## config.mk

```make
export PLATFORM = sky130hd
export DESIGN_NAME = prio_irq_core
export DESIGN_NICKNAME = d
export VERILOG_FILES = /design/src/rtl/prio_irq_core.sv
export SDC_FILE = /design/constraint.sdc
export NUM_CORES = 1
export LEC_CHECK = 0
export BUFFER_PORTS_ARGS = -buffer_cell sky130_fd_sc_hd__clkbuf_2
export CORE_MARGIN = 8
export CORE_UTILIZATION = 60
export DETAILED_ROUTE_END_ITERATION = 16
export GPL_TIMING_DRIVEN = 1
export PLACE_DENSITY = 0.95
export SYNTH_ARGS = -nofsm -noshare
export SYNTH_HDL_FRONTEND = slang
export SYNTH_SLANG_ARGS = --single-unit
```

## constraint.sdc

```tcl
create_clock -name clk -period 9.7 [get_ports clk]
set_clock_uncertainty 0.15 [all_clocks]
set_input_delay 0.485 -clock clk [delete_from_list [all_inputs] [get_ports clk]]
set_output_delay 0.485 -clock clk [all_outputs]
set_load 0.02 [all_outputs]
```

## src/rtl/prio_irq_core.sv

```systemverilog
module prio_irq_core #(
  parameter int N = 8,
  parameter logic [N-1:0] TRIG_WMASK = 8'hF8,
  parameter bit IS_MASTER = 1'b1,
  parameter int CASC_LINE = 2
) (
  input  logic                 clk,
  input  logic                 rst,
  input  logic [N-1:0]         irq_in,
  input  logic                 mask_we,
  input  logic [N-1:0]         mask_wd,
  input  logic                 trig_we,
  input  logic [N-1:0]         trig_wd,
  input  logic                 base_we,
  input  logic [$clog2(N)-1:0] base_wd,
  input  logic                 mode_we,
  input  logic                 mode_aeoi,
  input  logic                 mode_rot_aeoi,
  input  logic                 mode_nested,
  input  logic                 ack,
  input  logic                 eoi_any,
  input  logic                 eoi_one,
  input  logic [$clog2(N)-1:0] eoi_id,
  input  logic                 eoi_rot,
  output logic                 int_out,
  output logic [$clog2(N)-1:0] int_vec,
  output logic                 int_req_q,
  output logic [N-1:0]         irr_o,
  output logic [N-1:0]         isr_o,
  output logic [N-1:0]         imr_o,
  output logic [N-1:0]         trig_o,
  output logic [$clog2(N)-1:0] base_o
);
  localparam int IW = $clog2(N);
  localparam logic [N-1:0] CASC_BIT = N'(1) << CASC_LINE;

  logic [N-1:0]  irr, isr, imr, trig, last;
  logic [N-1:0]  irr_n, isr_n;
  logic [IW-1:0] base, base_n;
  logic          aeoi, rot_aeoi, nested;

  // Rank of the first set bit when scanning from position base; N if empty.
  function automatic logic [IW:0] rank(input logic [N-1:0] s, input logic [IW-1:0] b);
    logic [2*N-1:0] dbl;
    logic [IW:0]    p;
    dbl = {s, s} >> b;
    p = (IW+1)'(N);
    for (int i = N-1; i >= 0; i--)
      if (dbl[i]) p = (IW+1)'(i);
    return p;
  endfunction

  logic [N-1:0]  cand, isr_view;
  logic [IW:0]   cand_p, cur_p, isr_p;
  logic [IW-1:0] isr_top;
  logic          isr_hit, ack_go;

  assign cand     = irr & ~imr;
  assign isr_view = (IS_MASTER && nested) ? (isr & ~CASC_BIT) : isr;
  assign cand_p   = rank(cand, base);
  assign cur_p    = rank(isr_view, base);
  assign isr_p    = rank(isr, base);
  assign int_out  = cand_p < cur_p;
  assign int_vec  = cand_p[IW-1:0] + base;
  assign isr_hit  = isr_p != (IW+1)'(N);
  assign isr_top  = isr_p[IW-1:0] + base;
  assign ack_go   = ack && int_out;

  always_comb begin
    irr_n = irr;
    for (int i = 0; i < N; i++) begin
      if (trig[i])
        irr_n[i] = irq_in[i];
      else if (irq_in[i] && !last[i])
        irr_n[i] = 1'b1;
    end
    if (ack_go && !trig[int_vec])
      irr_n[int_vec] = 1'b0;

    isr_n = isr;
    if (ack_go && !aeoi)
      isr_n[int_vec] = 1'b1;
    if (eoi_one)
      isr_n[eoi_id] = 1'b0;
    else if (eoi_any && isr_hit)
      isr_n[isr_top] = 1'b0;

    base_n = base;
    if (base_we)
      base_n = base_wd;
    if (ack_go && aeoi && rot_aeoi)
      base_n = int_vec + IW'(1);
    if (eoi_one && eoi_rot)
      base_n = eoi_id + IW'(1);
    else if (eoi_any && eoi_rot && isr_hit)
      base_n = isr_top + IW'(1);
  end

  always_ff @(posedge clk) begin
    if (rst) begin
      irr       <= '0;
      isr       <= '0;
      imr       <= '0;
      trig      <= '0;
      last      <= '0;
      base      <= '0;
      aeoi      <= 1'b0;
      rot_aeoi  <= 1'b0;
      nested    <= 1'b0;
      int_req_q <= 1'b0;
    end else begin
      irr       <= irr_n;
      isr       <= isr_n;
      last      <= irq_in;
      base      <= base_n;
      int_req_q <= int_out;
      if (mask_we) imr  <= mask_wd;
      if (trig_we) trig <= trig_wd & TRIG_WMASK;
      if (mode_we) begin
        aeoi     <= mode_aeoi;
        rot_aeoi <= mode_rot_aeoi;
        nested   <= mode_nested;
      end
    end
  end

  assign irr_o  = irr;
  assign isr_o  = isr;
  assign imr_o  = imr;
  assign trig_o = trig;
  assign base_o = base;
endmodule


```

==> PnR_summary.wiki <==
{| class="wikitable"
! Metric !! Value
|-
| Slowest cell on crit path || sky130_fd_sc_hd__o21ai_0
|-
| Async S/R FF share, synth || 0%
|-
| Part of the cycle the worst path needs || around half
|-
| Buffers and inverters on the worst path || 4
|-
| Vertical die dimension || roughly 95 um
|-
| Top FF cell, synth || sky130_fd_sc_hd__dfxtp_1
|-
| Post-route antenna net violation count || 0
|-
| Clock period minus worst slack || about 5 ns
|-
| Global-route wire length before repair || ~18 mm
|-
| CP peak stage delay || roughly 0.44 ns
|-
| Number of gates given a new drive strength after cts || 0
|-
| Maximum number of pins on one net before global-route repair || 45
|-
| DP Wirelength || 8.42 mm
|-
| Routed via count || between 3000 and 4000
|-
| Max frequency || between 200 and 250 MHz
|-
| Count of buffers added by post-CTS timing repair for setup || 0
|-
| Launching element of the worst setup path || base_o[1]
|-
| Dominant delay contributor by cell family on the critical path || buffers and inverters
|-
| Area Growth Syn to Fin || 12.8%
|-
| Crit path DAT || roughly 4.4 ns
|-
| Synthesized flop and latch total || 44
|-
| Initial antenna violation count || 0
|-
| Ratio of cells with drive above 1 in the final layout || between 20 and 30%
|-
| Biggest area contributors in the synthesized netlist || sky130_fd_sc_hd__dfxtp_1, sky130_fd_sc_hd__mux4_2, sky130_fd_sc_hd__mux2i_1
|-
| Remaining DRCs || 0
|-
| Worst-skew pair later-pin latency || 0.30 ns
|-
| Routed via count divided by cell count || about 6.7
|-
| Max-slew headroom || 40.3%
|-
| Maximum number of buffers from clock root to sink || 2
|-
| Total count of hold-check failures in the final report || 0
|-
| Sequential fraction of the synthesis area || 23.7%
|-
| # fillers || between 400 and 500
|-
| RSZ-0062 raised after global routing || false
|-
| Critical path endpoint category || primary output
|-
| Post-Synthesis Cells || ~400
|-
| Number of buffers created by CTS || 5
|-
| Cell area after technology mapping || between 3000 and 4000 sq um
|-
| Final weighted congestion of routability-driven global placement || approximately 0.95
|-
| Count of input and output buffers || 76
|-
| Post-synth top area share || a little under a quarter
|-
| Worst Setup Path Type || flop to primary output
|-
| Residual overflow from global routing || 0
|-
| Hold Path Class || input pin to flop
|-
| Required time of the critical path || between 9 and 10 ns
|-
| TritonRoute pass-1 iters || 5
|-
| Synthesized area per cell || between 9 and 10 sq um
|-
| Area inside the core boundary || just under 6000 sq um
|-
| Via count of the first global-routing pass || between 3000 and 4000
|-
| WL final || about 11 mm
|-
| Die Area || ~9000 sq um
|-
| Number of failing setup endpoints in the final timing report || 0
|-
| Unique cell type count in the Yosys netlist || 65
|-
| Die outline width || between 90 and 100 um
|-
| Number of max-cap violations || 0
|-
| Top cell type by total area after synthesis || sky130_fd_sc_hd__dfxtp_1
|-
| Starting Density || 62.3%
|-
| CTS sink count || 44
|-
| Total negative slack || 0 ns
|-
| Worst-path cell chain || buf_4, clkinv_1, mux4_2, mux2i_1, nand4b_1, nand2b_1, inv_1, ha_1, a211oi_1, nand2_1, a211oi_2, o221ai_2, o21ai_0, clkbuf_2
|-
| CTS tree || built
|-
| Beginning of the worst hold path || irq_in[5]
|-
| Number of synthesis warnings || 0
|-
| Net count, final || 519
|-
| Post-cts hold buffer count || 0
|-
| Clock slew at reported path FFs || ~0.090 ns
|-
| Reg-to-reg critical path startpoint || base_o[1]
|-
| Final max-slew violation count || 0
|-
| Combined global-route utilization of all metal layers || between 20% and 30%
|-
| Number of inserted diodes || 0
|-
| Worst Tran Pin Value || between 0.8 and 0.9 ns
|-
| Startpoint type of the worst setup path || flop
|-
| Rows || 28
|-
| H-Tree Level Count || 2
|-
| Number of top-level pins || 83
|-
| Run status || finished clean
|-
| CTS Root Cell || sky130_fd_sc_hd__clkbuf_8
|-
| EDFF count, synth || 0
|-
| Initial drt markers || between 300 and 400
|-
| DR WL/cell || 20.2 um
|-
| Largest fanout of any net on the critical path || 26
|}
==> path summary, 6_finish.rpt <==
| path | endpoint | slack, ns | cells past startpoint |
|---|---|---|---|
| worst max-delay path | int_out | 4.71 | 14 |
| worst max register to register | irr_o[7] | 4.87 | 16 |
| worst min register to register | irr_o[6] | 0.40 | 2 |
| worst min-delay path | last[5] | 0.26 | 2 |
==> cell usage after synthesis, drive strengths merged (4+ instances only) <==
cell	count
dfxtp	44
nor2	42
mux2i	39
mux4	25
nor2b	25
inv	22
nand2	22
nand2b	17
buf	15
o21ai	13
a21oi	12
a211oi	11
clkbuf	11
a41oi	8
ha	8
and2	7
o211ai	6
a221o	5
a221oi	5
nor3	5
a311oi	4
xnor2	4
==> worst register-to-register path, cell delays in order (launching register included) <==
cell and delay [ns]:
sky130_fd_sc_hd__dfxtp_1 0.32, sky130_fd_sc_hd__buf_4 0.33, sky130_fd_sc_hd__clkinv_1 0.41, sky130_fd_sc_hd__mux4_2 0.44, sky130_fd_sc_hd__mux2i_1 0.33, sky130_fd_sc_hd__nand4b_1 0.26
sky130_fd_sc_hd__nand2b_1 0.26, sky130_fd_sc_hd__inv_1 0.07, sky130_fd_sc_hd__ha_1 0.22, sky130_fd_sc_hd__a211oi_1 0.26, sky130_fd_sc_hd__nand2_1 0.10, sky130_fd_sc_hd__a211oi_2 0.18
sky130_fd_sc_hd__o221ai_2 0.17, sky130_fd_sc_hd__a211oi_1 0.28, sky130_fd_sc_hd__buf_4 0.23, sky130_fd_sc_hd__nor3b_1 0.47, sky130_fd_sc_hd__a221oi_1 0.19
==> cells by family (layout without fill, tap and decap cells) <==
logic type,after synthesis,after routing,synth area share (%)
adders and majority gates,10,10,3.78
DFF,44,44,23.7
AOI/OAI and AO/OA,93,93,19.1
buffers and inverters,49,111,6.41
muxes,66,66,27.0
other,1,3,0.101
xor gates and xnor gates,5,5,1.38
and+or+nand+nor,135,135,18.5
==> layout by cell type, fill, tap and decap left out, types with 3 or more instances in the layout <==
master / synthesis / final
sky130_fd_sc_hd__clkbuf_2: 0 / 76
sky130_fd_sc_hd__dfxtp_1: 44 / 44
sky130_fd_sc_hd__nor2_1: 42 / 42
sky130_fd_sc_hd__mux2i_1: 37 / 37
sky130_fd_sc_hd__nor2b_1: 25 / 25
sky130_fd_sc_hd__mux4_2: 23 / 23
sky130_fd_sc_hd__nand2_1: 22 / 22
sky130_fd_sc_hd__inv_1: 20 / 20
sky130_fd_sc_hd__nand2b_1: 17 / 17
sky130_fd_sc_hd__o21ai_0: 13 / 13
sky130_fd_sc_hd__a21oi_1: 12 / 12
sky130_fd_sc_hd__a211oi_1: 10 / 10
sky130_fd_sc_hd__a41oi_1: 8 / 8
sky130_fd_sc_hd__ha_1: 8 / 8
sky130_fd_sc_hd__o211ai_1: 6 / 6
sky130_fd_sc_hd__and2_1: 6 / 6
sky130_fd_sc_hd__nor3_1: 5 / 5
sky130_fd_sc_hd__a221oi_1: 5 / 5
sky130_fd_sc_hd__a221o_1: 5 / 5
sky130_fd_sc_hd__clkbuf_8: 0 / 5
sky130_fd_sc_hd__a311oi_1: 4 / 4
sky130_fd_sc_hd__buf_4: 5 / 4
sky130_fd_sc_hd__a211o_1: 3 / 3
sky130_fd_sc_hd__nand3_1: 3 / 3
sky130_fd_sc_hd__nor3b_1: 3 / 3
sky130_fd_sc_hd__nor4_1: 3 / 3
sky130_fd_sc_hd__xnor2_1: 3 / 3
sky130_fd_sc_hd__o31a_1: 3 / 3
sky130_fd_sc_hd__a31o_2: 3 / 3
sky130_fd_sc_hd__conb_1: 1 / 3
==> cell type report <==
class	instances	area (sq um)	area share, %
Clock buffer	5	68.8	1.64
Clock inverter	3	46.3	1.11
Inverter	23	86.3	2.06
Multi-Input combinational cell	312	2600	62.1
Sequential cell	44	881	21.0
Tap cell	75	93.8	2.24
Timing Repair Buffer	80	410	9.80
==> registers in the layout, indices dropped and copies added, names as in the netlist, 3 cells and up <==
signal	flops
isr_o	8
irr_o	8
imr_o	8
trig_o	5
last	8
base_o	3
==> through the flow <==
stage | instances | hold WS [ns] | setup WS (ns) | cell area [sq um] | util [%]
final | 542 | 0.256 | 4.71 | 4190 | 70.3
after global routing | 542 | 0.260 | 4.51 | 4190 | 70.3
after CTS | 542 | 0.254 | 4.83 | 4190 | 70.3
after detailed placement | 534 | 0.382 | 4.98 | 4070 | 68.4
after global placement | 534 | 0.358 | 5.09 | 4070 | 68.4
after floorplan | 405 | 0.324 | 5.23 | 3720 | -
==> metal layers <==
layer | vias to the layer above | wire length, um | GRT usage (%)
li1 | 1636 | - | -
met1 | 1732 | 4240 | 29.4
met2 | 239 | 5500 | 41.7
met3 | 39 | 835 | 4.05
met4 | 0 | 368 | 12.0
met5 | - | 0 | 0
Power is not shown: default switching activity piles up to over one toggle a cycle in this logic, so the estimate is an artifact.
